**config.mk**
```make
export PLATFORM = sky130hd
export DESIGN_NAME = lpwr_state_ctrl
export DESIGN_NICKNAME = d
export VERILOG_FILES = /design/src/rtl/lpwr_pkg.sv /design/src/rtl/lpwr_fsm.sv /design/src/rtl/lpwr_regs.sv /design/src/rtl/lpwr_state_ctrl.sv
export SDC_FILE = /design/constraint.sdc
export NUM_CORES = 1
export LEC_CHECK = 0
export ABC_AREA = 1
export BUFFER_PORTS_ARGS = -buffer_cell sky130_fd_sc_hd__buf_2
export CORE_ASPECT_RATIO = 1.75
export CORE_UTILIZATION = 50
export CTS_BUF_LIST = sky130_fd_sc_hd__clkbuf_4 sky130_fd_sc_hd__clkbuf_8 sky130_fd_sc_hd__clkbuf_16
export DETAILED_ROUTE_END_ITERATION = 8
export PLACE_DENSITY = 0.75
export SKIP_CTS_REPAIR_TIMING = 1
export SLEW_MARGIN = 20
export SYNTH_ARGS = -nofsm -noshare
export SYNTH_HDL_FRONTEND = slang
export SYNTH_SLANG_ARGS = --single-unit
```
**constraint.sdc**
```tcl
create_clock -name clk -period 2.4 [get_ports clk]
set_clock_uncertainty 0.15 [all_clocks]
set_input_delay 0.24 -clock clk [delete_from_list [all_inputs] [get_ports clk]]
set_output_delay 0.24 -clock clk [all_outputs]
set_load 0.1 [all_outputs]
```
**src/rtl/lpwr_pkg.sv**
```systemverilog
package lpwr_pkg;

  typedef enum logic [2:0] {
    ST_RESET = 3'd0,
    ST_READY = 3'd1,
    ST_ACT   = 3'd2,
    ST_SUSP  = 3'd3,
    ST_LOWP  = 3'd4,
    ST_OFF   = 3'd5
  } lpState_t;

  typedef struct packed {
    logic ctxWe;
    logic ctxClr;
    logic rdOpen;
  } lpStrobe_t;

  function automatic logic moveLegal(lpState_t fromSt, logic [2:0] toCode);
    logic ok;
    ok = 1'b0;
    case (fromSt)
      ST_READY: ok = (toCode == ST_ACT);
      ST_ACT:   ok = (toCode == ST_SUSP) || (toCode == ST_LOWP) || (toCode == ST_OFF);
      ST_SUSP:  ok = (toCode == ST_ACT) || (toCode == ST_OFF);
      ST_LOWP:  ok = (toCode == ST_ACT) || (toCode == ST_OFF);
      ST_OFF:   ok = (toCode == ST_ACT);
      default:  ok = 1'b0;
    endcase
    return ok;
  endfunction

endpackage

```
**src/rtl/lpwr_fsm.sv**
```systemverilog
module lpwr_fsm
  import lpwr_pkg::*;
#(
  parameter int ADDR_W = 2,
  parameter int DATA_W = 8
) (
  input  logic              clk,
  input  logic              rstN,
  input  logic              bootDone,
  input  logic              regWrEn,
  input  logic [ADDR_W-1:0] regAddr,
  input  logic [DATA_W-1:0] regWrData,
  input  logic              xferReq,
  output lpState_t          state,
  output logic              errFlag,
  output logic              xferGrant,
  output lpStrobe_t         strobe
);

  localparam logic [ADDR_W-1:0] CTRL_ADDR = '0;
  localparam logic [ADDR_W-1:0] CTX_BASE  = ADDR_W'(2);

  logic       ctrlWr;
  logic [2:0] reqCode;
  logic       ctxWritable;

  assign reqCode     = regWrData[2:0];
  assign ctrlWr      = regWrEn && (regAddr == CTRL_ADDR) && (state != ST_RESET);
  assign ctxWritable = (state == ST_READY) || (state == ST_ACT);

  always_comb begin
    strobe.ctxWe  = regWrEn && (regAddr >= CTX_BASE) && ctxWritable;
    strobe.ctxClr = ctrlWr && (reqCode == ST_RESET);
    strobe.rdOpen = (state != ST_RESET);
  end

  assign xferGrant = xferReq && (state == ST_ACT);

  always_ff @(posedge clk) begin
    if (!rstN) begin
      state   <= ST_RESET;
      errFlag <= 1'b0;
    end else if (state == ST_RESET) begin
      if (bootDone) state <= ST_READY;
    end else if (ctrlWr) begin
      if (reqCode == ST_RESET) begin
        state   <= ST_RESET;
        errFlag <= 1'b0;
      end else if (reqCode == state) begin
        state <= state;
      end else if (moveLegal(state, reqCode)) begin
        state <= lpState_t'(reqCode);
      end else begin
        errFlag <= 1'b1;
      end
    end
  end

endmodule

```
**src/rtl/lpwr_regs.sv**
```systemverilog
module lpwr_regs
  import lpwr_pkg::*;
#(
  parameter int ADDR_W = 2,
  parameter int DATA_W = 8
) (
  input  logic              clk,
  input  logic              rstN,
  input  lpStrobe_t         strobe,
  input  lpState_t          state,
  input  logic              errFlag,
  input  logic              regRdEn,
  input  logic [ADDR_W-1:0] regAddr,
  input  logic [DATA_W-1:0] regWrData,
  output logic [DATA_W-1:0] regRdData
);

  localparam int NCTX = (1 << ADDR_W) - 2;
  localparam logic [ADDR_W-1:0] STAT_ADDR = ADDR_W'(1);

  logic [DATA_W-1:0] ctxQ   [NCTX];
  logic [NCTX-1:0]   ctxHit;
  logic [DATA_W-1:0] statWord;
  logic [DATA_W-1:0] muxOut;

  for (genvar k = 0; k < NCTX; k++) begin : g_ctx
    assign ctxHit[k] = (regAddr == ADDR_W'(k + 2));
    always_ff @(posedge clk) begin
      if (!rstN || strobe.ctxClr) ctxQ[k] <= '0;
      else if (strobe.ctxWe && ctxHit[k]) ctxQ[k] <= regWrData;
    end
  end

  always_comb begin
    statWord      = '0;
    statWord[2:0] = state;
    statWord[3]   = errFlag;
    statWord[4]   = (state == ST_ACT);
  end

  always_comb begin
    muxOut = '0;
    if (regAddr == STAT_ADDR) muxOut = statWord;
    for (int k = 0; k < NCTX; k++) begin
      if (ctxHit[k]) muxOut = ctxQ[k];
    end
  end

  assign regRdData = (regRdEn && strobe.rdOpen) ? muxOut : '0;

endmodule

```
**src/rtl/lpwr_state_ctrl.sv**
```systemverilog
module lpwr_state_ctrl
  import lpwr_pkg::*;
#(
  parameter int ADDR_W = 2,
  parameter int DATA_W = 8
) (
  input  logic              clk,
  input  logic              rstN,
  input  logic              bootDone,
  input  logic              regWrEn,
  input  logic              regRdEn,
  input  logic [ADDR_W-1:0] regAddr,
  input  logic [DATA_W-1:0] regWrData,
  output logic [DATA_W-1:0] regRdData,
  input  logic              xferReq,
  output logic              xferGrant,
  output logic [2:0]        curState,
  output logic              errFlag
);

  lpState_t  state;
  lpStrobe_t strobe;

  lpwr_fsm #(.ADDR_W(ADDR_W), .DATA_W(DATA_W)) u_fsm (
    .clk(clk), .rstN(rstN), .bootDone(bootDone), .regWrEn(regWrEn),
    .regAddr(regAddr), .regWrData(regWrData), .xferReq(xferReq),
    .state(state), .errFlag(errFlag), .xferGrant(xferGrant), .strobe(strobe)
  );

  lpwr_regs #(.ADDR_W(ADDR_W), .DATA_W(DATA_W)) u_regs (
    .clk(clk), .rstN(rstN), .strobe(strobe), .state(state), .errFlag(errFlag),
    .regRdEn(regRdEn), .regAddr(regAddr), .regWrData(regWrData),
    .regRdData(regRdData)
  );

  assign curState = state;

endmodule

```
Yosys cells after proc, flatten, opt, wreduce, memory -nomap -nowiden
Memory sizes are Yosys's and may differ from the RTL's.
Cells that the tools add are included.
{ "classes": {"n_lt_le_gt_ge": 1, "n_eq_ne": 17, "mux": 29, "n_bitwise": 3, "reduce_logical": 25} }
{ "ops": {"columns": ["cell", "count"], "rows": [
  ["$mux 8", 5],
  ["$mux 3", 6],
  ["$mux 1", 16],
  ["$eq 3x2->1 const B", 4],
  ["$eq 3x3->1 const B", 4],
  ["$logic_and 1x1->1", 9],
  ["$reduce_and 4->1", 2],
  ["$logic_not 3->1", 2],
  ["$reduce_bool 3->1", 2],
  ["$logic_or 1x1->1", 5],
  ["$mux 5", 1],
  ["$eq 2x2->1 const B", 2],
  ["$ne 2x1->1 const B", 2],
  ["$reduce_or 2->1", 2],
  ["$eq 3x1->1 const B", 1],
  ["$eq 3x3->1", 1],
  ["$ne 3x1->1 const B", 1],
  ["$pmux 1 s3", 1],
  ["$eq 2x1->1 const B", 1],
  ["$ge 2x2->1 const B", 1],
  ["$logic_not 2->1", 1],
  ["$ne 2x2->1 const B", 1],
  ["$or 1x1->1", 2],
  ["$reduce_bool 2->1", 1],
  ["2 further kinds", 2]
]} }
{ "word_totals": {"register_bits": 4, "ram_bits": 16, "inputBits": 16, "word_cells": 78, "mem_count": 1} }
{ "mem_list": {"columns": ["memory", "words", "word_bits", "rd", "rd_clocked_by_memory_dff", "write_ports", "line_no", "source"], "rows": [
  ["u_regs.ctxQ", 2, 8, 2, 0, 2, "lpwr_regs.sv:21", "logic [DATA_W-1:0] ctxQ [NCTX];"]
]} }

Depth between registers and ports, before layout
Gate-level depths: netlist of run 1.
{ "logic_depth": {"ltp_word": 14, "depth_mapped": 10, "ltp_nobuf": 10} }

By module
Synthesis of run 1 repeated with hierarchy kept, for this count alone.
{ "unflattened": {"cells_unflattened": 160, "hier_area_um2": 1273.7} }
{ "by_module_without_submodules": {"columns": ["mod", "instances", "cells_per_inst", "area_per_inst_um2", "seq_area_each_um2"], "rows": [
  ["lpwr_regs", 1, 96, 892.1, 480.5],
  ["lpwr_fsm", 1, 64, 381.6, 80.1]
]} }

Least setup slack after synthesis of run 1
No wires, ideal clock.
{ "synth_timing": {"kind": "flip-flop to output port", "start": "register u_fsm.state[1]", "end": "output xferGrant", "arrival_time_ps": 3464, "required_ps": 2010, "setup_slack_ps": -1454, "path_stages_with_launch": 3, "cell_sequence": "dfxtp_1 -> inv_2 -> nor3b_1"} }
{ "synth_via": {"elab_chain_cells": 2} }
{ "synth_lines": {"columns": ["item", "line_no", "source"], "rows": [
  ["start: declaration", "lpwr_fsm.sv:14", "output lpState_t state,"],
  ["start signal: assignment", "lpwr_fsm.sv:50", "state <= state;"],
  ["start signal: assignment", "lpwr_fsm.sv:52", "state <= lpState_t'(reqCode);"],
  ["$eq 3x2->1", "lpwr_fsm.sv:37", "assign xferGrant = xferReq && (state == ST_ACT);"],
  ["$logic_and 1x1->1", "lpwr_fsm.sv:37", null],
  ["end: declaration", "lpwr_state_ctrl.sv:16", "output logic xferGrant,"]
]} }
No other way between the ends.

Worst setup path after layout of run 1
{ "layout_timing": {"start": "register u_fsm.state[1]", "end": "output regRdData[2]"} }
{ "layout_via": {"elab_chain_cells": 3} }
{ "layout_lines": {"columns": ["item", "line_no", "source"], "rows": [
  ["$reduce_bool 3->1", "lpwr_fsm.sv:34", "strobe.rdOpen = (state != ST_RESET);"],
  ["$logic_and 1x1->1", "lpwr_regs.sv:49", "assign regRdData = (regRdEn && strobe.rdOpen) ? muxOut : '0;"],
  ["$mux 8", "lpwr_regs.sv:49", null],
  ["end: declaration", "lpwr_state_ctrl.sv:14", "output logic [DATA_W-1:0] regRdData,"]
]} }
No other way between the ends.

==> key figures, run 1 <==
STA
  • Fmax: 429 MHz
  • Final setup fails: 0
  • Setup TNS: 0 ns
  • Worst-margin pin slew: slightly above 0.7 ns
  • Worst hold slack: 0.0795 ns
  • Final period util: between 90% and 100%
  • Worst slew margin relative to its limit: between 50% and 60%
  • Final Hold Fails: 0
  • RSZ-0062 raised after global routing: no
  • Max-slew violations: 0
  • Final min period: about 2.3 ns

GRT
  • Initial antenna violation count: 0
  • Grt total ovfl: 0
  • Total track usage: a little over a quarter
  • Largest net degree at the start of global routing: 12
  • Global-route wire length before repair: between 4000 and 5000 µm
  • Vias in the first global route: around 1100

Clock tree
  • CTS root buf: clkbuf_8
  • Clk slew on worst S/H paths: approximately 0.080 ns
  • CTS H-tree depth: 1
  • Clk Latency, worst-skew pair: 0.27 ns
  • CTS tree: built
  • CTS Buf Count: 3
  • CTS sink count: 20
  • CTS Buffer Depth: 2

Setup path
  • CP Data Arrival Time: between 1.5 and 2 ns
  • Critical Path Sink Type: output pin
  • CP max stage delay: 0.41 ns
  • Required @ worst endpoint: between 2 and 2.5 ns
  • Top delay family on crit path: buffers and inverters
  • Buf+Inv Stages, Crit Path: 4
  • Crit path launch type: flop
  • Crit-path cells: inv_2, nand2_4, nor2_4, inv_4, nand2_2, a31o_2, clkinvlp_4, buf_2
  • Slowest stage cell, crit path: buf_2
  • Crit-path max FO: 8
  • Critical Setup Path Class: flop to output pin

Placement
  • PortBufs: 28
  • Hpwl dp: about 2400 µm
  • Gpl congestion: about 0.89
  • Post-Place Cells: roughly 210

Drt
  • Average via count per standard cell: about 5.3
  • Initial drt markers: 67
  • Post-route antenna net violation count: 0
  • DR WL/cell: about 14 µm
  • Drt total wl: around 3100 µm
  • Pre-Repair DR Iteration Count: 4
  • DR vias: ~1200
  • DRC viols: 0

Cells and area
  • Area grow syn2layout: 26.3%
  • ANT cells: 0
  • Fin nets: 210
  • Finished Layout Cells: 218
  • Fill count: around 200
  • Share of layout cells above drive strength 1: a little over a third
  • Layout Utilization: between 60% and 70%

Power
  • Pwr Density: 1180 nW/µm²
  • Leak pwr: between 0.6 and 0.7 nW
  • Pwr Total: between 1.5 and 2 mW
  • Max VDD drop: 865 µV

Floorplan
  • Die area: about 2600 µm²
  • Std-Cell Rows: 23
  • Initial Util: between 50% and 60%
  • Die X: 39.2 µm
  • IO Pins: 29
  • Core ar.: between 2000 and 2500 µm²
  • Die Span Y: between 60 and 70 µm

Job
  • Max Cap Violations: 0

Yosys
  • Synth cell types: 20
  • Synthesized area: roughly 1200 µm²
  • Sequential fraction of the synthesis area: ~46%
  • Synth warnings: 0
  • Avg Inst Size Synth: 7.65 µm²
  • Synth Instances: 158
  • Synth Register Bits: 20
  • Mapped Nets: 174

Status
  • Status: completed

Worst hold path
  • Worst min path class: input port to flop
cell usage in the layout, fill, tap and decap left out:
master       n
edfxtp_1    16
o21ai_0      2
nand4_1      1
nor2_1      27
inv_2        3
dfxtp_2      3
buf_4        3
buf_2       28
nand3_4      1
inv_1       14
nor2_2       4
a21oi_1      4
dfxtp_1      1
clkbuf_8     3
nand2_2      5
clkinvlp_4   4
inv_4        2
a21oi_4      3
nand4_2      1
clkinv_1     1
nor2_4       1
a31o_2       4
o21ai_1      1
nand2_1     49
nor3b_4      1
a31oi_4      1
nand3_1      7
nand2_4      3
routing by layer:
layer	GRT usage [%]	up-vias	share of wire (%)
li1	-	573	-
met1	25.0	537	36
met2	54.0	44	59
met3	2.00	5	3.6
met4	11.6	0	1.8
met5	0	-	0
worst reg2reg max path: stages (launching register included):
cell	delay, ns
dfxtp_2	0.40
inv_2	0.10
nand2_4	0.10
nor2_4	0.06
nor2_2	0.11
nand3_1	0.09
nand2_2	0.10
inv_4	0.06
o21ai_1	0.38
per-stage QoR:
step                setup WS, ns  cell area (µm²)
global placement           0.384             1480
CTS                       0.0723             1530
floorplan                 0.0362             1290
global route             0.00471             1530
detailed placement         0.315             1480
finish                    0.0715             1530
final cells by class:
class / instances / area [µm²] / share of cell area, %
clock buffers: 3 / 41.3 / 2.70
flip-flops and latches: 20 / 564 / 37.0
well taps: 25 / 31.3 / 2.05
multi-input cells: 115 / 617 / 40.4
clock inverters: 1 / 3.75 / 0.246
inverters: 23 / 106 / 6.97
repair buffers: 31 / 163 / 10.7
Yosys cell counts:
library cell | n | share of area [%]
dfxtp_1 | 4 | 6.6
nand4_2 | 1 | 1.0
nand3_4 | 1 | 1.4
a21oi_1 | 7 | 2.9
nor2_2 | 4 | 2.1
a31o_2 | 4 | 2.9
inv_4 | 2 | 1.0
a31oi_1 | 1 | 0.52
nor3b_1 | 1 | 0.62
edfxtp_1 | 16 | 40
nand2_1 | 49 | 15
nand2_2 | 5 | 2.6
nor2_1 | 27 | 8.4
nand2_4 | 3 | 2.8
inv_2 | 3 | 0.93
nor2_4 | 1 | 0.93
o21ai_0 | 3 | 1.2
nand3_1 | 7 | 2.9
nand4_1 | 1 | 0.52
inv_1 | 18 | 5.6
flip-flops by register name (all words and copies together) (netlist names):
signal,cells
u_regs.ctxQ,16
u_fsm.state,3
u_fsm.errFlag,1
path summary, 6_finish.rpt:
| kind | start | depth (start not counted) | to | slack, ns |
|---|---|---|---|---|
| worst max-delay path | u_fsm.state[1] | 8 | regRdData[2] | 0.07 |
| worst min-delay path | rstN | 3 | u_fsm.state[0] | 0.08 |
| worst max register to register | u_fsm.state[1] | 8 | u_regs.ctxQ[1][6] | 0.49 |
| worst min register to register | u_fsm.errFlag | 2 | u_fsm.errFlag | 0.38 |
cells by family (layout without fill, tap and decap cells):
kind of cell           count (synthesis)  count (layout)  share of synthesized area [%]
DFF                                   20              20                           46.4
buffers and inverters                 23              58                           7.56
AOI/OAI and AO/OA                     15              15                           7.56
and+or+nand+nor                      100             100                           38.5
report_power, final:
group          switching [mW]  internal (mW)  total [mW]
Clock                   0.123          0.114       0.237
Combinational           0.836          0.253        1.09
Sequential             0.0435          0.430       0.474
Total                    1.00          0.797        1.80
(Power assumes the default switching activity.)
==> run 2: changes to the inputs <==
--- a/config.mk
+++ b/config.mk
@@ -11,7 +11,7 @@
 export CORE_UTILIZATION = 50
 export CTS_BUF_LIST = sky130_fd_sc_hd__clkbuf_4 sky130_fd_sc_hd__clkbuf_8 sky130_fd_sc_hd__clkbuf_16
 export DETAILED_ROUTE_END_ITERATION = 8
-export PLACE_DENSITY = 0.75
+export PLACE_DENSITY = 0.78
 export SKIP_CTS_REPAIR_TIMING = 1
 export SLEW_MARGIN = 20
 export SYNTH_ARGS = -nofsm -noshare
==> key figures, run 2 (synthesis results as in run 1) <==
Status
  • Status: completed

Setup path
  • Critical Setup Path Class: flop to output pin
  • CP Data Arrival Time: 1.94 ns
  • Crit-path max FO: 8
  • RR Startpoint: u_fsm.state[1]
  • Reg-to-reg critical path endpoint: u_regs.ctxQ[0][3]
  • Reg2reg path depth: 8
  • R2r setup slk: 0.47 ns
  • Critical Path Sink Type: output pin
  • Crit path launch type: flop
  • Required @ worst endpoint: 2.01 ns

STA
  • Worst hold slack: about 0.086 ns
  • RSZ-0062 raised after global routing: no
  • Final period util: 97.1%
  • Final min period: roughly 2.3 ns
  • Setup TNS: 0 ns
  • Final worst setup slack: roughly 0.070 ns
  • Worst-margin pin slew: 0.710 ns
  • Final setup fails: 0
  • Fmax: between 400 and 500 MHz
  • Max-slew violations: 0
  • Final Hold Fails: 0
  • Worst slew margin relative to its limit: a little over half

Cells and area
  • Reg with most FFs: u_regs.ctxQ
  • Fin nets: 210
  • Finished Layout Cells: approximately 220
  • Most common cell after layout, fill and taps aside: nand2_1
  • Largest register FFs: 16
  • Finished Cell Area: 1550 µm²
  • Biggest regs: u_regs.ctxQ (16), u_fsm.state (3), u_fsm.errFlag (1)
  • Area grow syn2layout: 28.5%
  • Most frequent cells in the layout: 49 x nand2_1, 28 x buf_2, 27 x nor2_1
  • Layout Utilization: about two thirds
  • Share of layout cells above drive strength 1: between 30% and 40%
  • ANT cells: 0

Floorplan
  • Die area: between 2000 and 3000 µm²
  • Die X: between 30 and 40 µm
  • IO Pins: 29
  • Std-Cell Rows: 23
  • Core ar.: between 2000 and 2500 µm²
  • Initial Util: ~53%
  • Die Span Y: between 60 and 70 µm

Power
  • Pwr Total: about 1.9 mW
  • Max VDD drop: 1070 µV
  • Leak pwr: approximately 0.7 nW
  • Pwr Density: 1230 nW/µm²

GRT
  • Total track usage: between 20 and 30%
  • Global-route wire length before repair: about 5000 µm
  • Vias in the first global route: between 1000 and 1500
  • Largest net degree at the start of global routing: 13
  • Initial antenna violation count: 0
  • Grt total ovfl: 0

Clock tree
  • CTS sink count: 20
  • Clk slew on worst S/H paths: 0.07 ns
  • CTS Buf Count: 3
  • CTS root buf: clkbuf_8
  • Clk Latency, worst-skew pair: ~0.26 ns
  • CTS H-tree depth: 1
  • CTS Buffer Depth: 2
  • CTS tree: built

Worst hold path
  • Hold Crit Start: rstN
  • Hold Crit Endpoint: u_fsm.state[1]
  • Hold path depth: 3
  • Worst min path class: input port to flop

Drt
  • Post-route antenna net violation count: 0
  • DRC viols: 0
  • Drt total wl: approximately 3000 µm
  • Average via count per standard cell: around 5.4
  • Pre-Repair DR Iteration Count: 4
  • DR vias: between 1000 and 1500
  • Initial drt markers: 32
  • DR WL/cell: between 10 and 15 µm

Placement
  • Gpl congestion: between 0.8 and 0.9
  • Post-Place Cells: roughly 210
  • Post-place setup slack: around 0.27 ns
  • PortBufs: 28
  • Hpwl dp: approximately 2400 µm
  • Area after DPL: about 1500 µm²

Job
  • Max Cap Violations: 0
## run 2: critical path, stage by stage, from the launching register on
cell,delay [ns]
dfxtp_2,0.40
inv_2,0.11
nand2_4,0.10
nor2_4,0.05
inv_4,0.08
nand2_2,0.17
a31o_2,0.29
clkinvlp_4,0.05
buf_2,0.41
## run 2: worst max-delay path by stage
stage | end | slack (ns) | startpoint | depth (start not counted)
CTS | regRdData[3] | 0.08 | u_fsm.state[1] | 8
finish | regRdData[3] | 0.07 | u_fsm.state[1] | 8
global route | regRdData[3] | 0.005 | u_fsm.state[1] | 8
global placement | u_regs.ctxQ[1][4] | 0.34 | u_fsm.state[1] | 4
detailed placement | u_regs.ctxQ[1][7] | 0.27 | u_fsm.state[1] | 4
floorplan | u_regs.ctxQ[0][0] | 0.04 | u_fsm.state[1] | 4
## run 2: power breakdown
| group | internal [mW] | leakage (nW) | switching [mW] |
|---|---|---|---|
| sequential | 0.431 | 0.200 | 0.0429 |
| combinational | 0.252 | 0.472 | 0.844 |
| clock | 0.223 | 0.0357 | 0.111 |
## run 2: cell type report
cell class	instances	area, µm²
Fill cell	195	721
Tap cell	25	31.3
Clock buffer	3	41.3
Timing Repair Buffer	31	163
Clock inverter	1	30.0
Multi-Input combinational cell	115	617
Inverter	23	106
Sequential cell	20	564
## run 2: metal layers
metal,global-route usage (%),wire length (µm)
met5,0,0
met4,14.2,107
met3,5.67,164
met2,53.3,1770
met1,23.6,924
==> run 3: changes to the inputs <==
==> constraint.sdc (replaced) <==
create_clock -name clk -period 2.5 [get_ports clk]
set_clock_uncertainty 0.15 [all_clocks]
set_input_delay 0.25 -clock clk [delete_from_list [all_inputs] [get_ports clk]]
set_output_delay 0.25 -clock clk [all_outputs]
set_load 0.1 [all_outputs]
==> key figures, run 3 (synthesis results as in run 1) <==
Power
  • Net Sw Power: a little over 900 µW
  • Pwr Density: 1110 nW/µm²
  • Leak pwr: 0.731 nW
  • Max VDD drop: roughly 1000 µV
  • Internal Dissipation: 751 µW
  • Flop pwr share: 28.1%
  • Clock power share: 13.1%
  • Switching Share: a little under three fifths
  • Power share of the combinational group: roughly three fifths

Status
  • Status: completed

GRT
  • Grt total ovfl: 0
  • Initial antenna violation count: 0
  • Total track usage: between 20 and 30%
  • Global-route wire length before repair: around 4500 µm
  • Largest net degree at the start of global routing: 12
  • Vias in the first global route: between 1000 and 1500

Cells and area
  • Share of layout cells above drive strength 1: roughly a third
  • Area grow syn2layout: 24.5%
  • Biggest regs: u_regs.ctxQ (16), u_fsm.state (3), u_fsm.errFlag (1)
  • ANT cells: 0
  • Most common cell after layout, fill and taps aside: nand2_1
  • Finished Cell Area: approximately 1500 µm²
  • Most frequent cells in the layout: 49 x nand2_1, 28 x buf_2, 27 x nor2_1
  • Reg with most FFs: u_regs.ctxQ
  • Fin nets: 210
  • Fill count: 201
  • Largest register FFs: 16

STA
  • Max-slew violations: 0
  • Worst-margin pin slew: roughly 1.1 ns
  • Final setup fails: 0
  • Final period util: between 90% and 100%
  • Final Hold Fails: 0
  • Final worst setup slack: between 0.2 and 0.25 ns
  • Final min period: 2.27 ns
  • Worst slew margin relative to its limit: 28.1%
  • RSZ-0062 raised after global routing: no
  • Fmax: 440 MHz

Setup path
  • Crit-path cells: inv_2, nand2_4, nor2_4, inv_4, nand2_2, a31o_2, inv_1, buf_2
  • Crit-path max FO: 8
  • Required @ worst endpoint: around 2.1 ns
  • Slowest stage cell, crit path: buf_2
  • Critical Path Sink Type: output pin
  • R2r setup slk: 0.43 ns
  • CP Data Arrival Time: ~1.9 ns
  • Reg-to-reg critical path endpoint: u_regs.ctxQ[1][3]
  • Top delay family on crit path: buffers and inverters
  • Critical Setup Path Class: flop to output pin
  • Reg2reg path depth: 4
  • RR Startpoint: u_fsm.state[1]
  • Buf+Inv Stages, Crit Path: 4
  • Crit path launch type: flop
  • CP max stage delay: 0.41 ns

Clock tree
  • CTS root buf: clkbuf_8
  • CTS Buffer Depth: 2
  • CTS tree: built
  • CTS Buf Count: 3
  • Clk Latency, worst-skew pair: about 0.26 ns
  • CTS H-tree depth: 1
  • CTS sink count: 20
  • Clk slew on worst S/H paths: 0.08 ns

Worst hold path
  • Hold Crit Endpoint: u_fsm.state[0]
  • Hold Crit Start: rstN
  • Worst min path class: input port to flop
  • Hold path depth: 3

Drt
  • DRC viols: 0
  • DR WL/cell: ~13 µm
  • Initial drt markers: 37
  • Pre-Repair DR Iteration Count: 4
  • Post-route antenna net violation count: 0
  • Top sig layer: met4
  • Average via count per standard cell: approximately 5.3
  • DR vias: 1156
  • Met1 wire length: between 1000 and 1500 µm
  • Met3 WL: 85 µm
  • Met2 wire length: about 1600 µm
  • Drt total wl: between 2000 and 3000 µm

Floorplan
  • Initial Util: a little over half
  • Die Span Y: 67.0 µm
  • IO Pins: 29
  • Die area: about 2600 µm²
  • Core ar.: ~2300 µm²
  • Std-Cell Rows: 23
  • Die X: 39.2 µm

Placement
  • Gpl congestion: approximately 0.86
  • Hpwl dp: 2280 µm
  • Post-place setup slack: between 0.4 and 0.5 ns
  • PortBufs: 28
  • Area after DPL: between 1000 and 1500 µm²

Job
  • Max Cap Violations: 0
run 3: through the flow:
stage	util, %	power [mW]	hold WS, ns	TNS [ns]	std cells
after global routing	66.2	1.76	0.103	0	218
after global placement	64.2	1.45	0.335	0	214
after CTS	66.2	1.68	0.0988	0	218
after floorplan	-	1.29	0.213	-0.00517	158
after detailed placement	64.2	1.46	0.333	0	214
final	66.2	1.67	0.0895	0	218
run 3: worst max-delay path by stage:
| stage | startpoint | to | slack (ns) | cells after the start |
|---|---|---|---|---|
| finish | u_fsm.state[1] | regRdData[0] | 0.23 | 8 |
| floorplan | u_fsm.state[1] | xferGrant | -0.005 | 2 |
| detailed placement | u_fsm.state[1] | u_regs.ctxQ[1][5] | 0.45 | 4 |
| global placement | u_fsm.state[1] | regRdData[2] | 0.53 | 8 |
| global route | u_fsm.state[0] | regRdData[1] | 0.14 | 8 |
| CTS | u_fsm.state[1] | regRdData[0] | 0.22 | 8 |
run 3: power by group through the flow:
| stage | sequential (mW) | clock (mW) | combinational (mW) |
|---|---|---|---|
| floorplan | 0.666 | 0 | 0.622 |
| global placement | 0.471 | 0 | 0.981 |
| detailed placement | 0.476 | 0 | 0.988 |
| CTS | 0.469 | 0.215 | 0.991 |
| global route | 0.476 | 0.228 | 1.06 |
| finish | 0.470 | 0.220 | 0.985 |
run 3: cell type report:
type	instances	area [µm²]	share of cell area [%]
clock buffers	3	41.3	2.74
clock inverters	1	3.75	0.249
well taps	25	31.3	2.08
flip-flops and latches	20	564	37.5
inverters	23	91.3	6.07
repair buffers	31	163	10.8
multi-input cells	115	611	40.6
run 3: worst register-to-register path: cells and delay by family, from the launching register on:
family,cells,cell delay [ns]
buffers and inverters,1,0.09
DFF,1,0.40
AOI/OAI and AO/OA,1,0.84
and+or+nand+nor,2,0.20
run 3: per-layer routing:
| layer | track usage, % | up-vias |
|---|---|---|
| met5 | 0 | - |
| met4 | 16.8 | 0 |
| met3 | 2.00 | 10 |
| met2 | 48.5 | 42 |
| met1 | 22.8 | 533 |
| li1 | - | 571 |
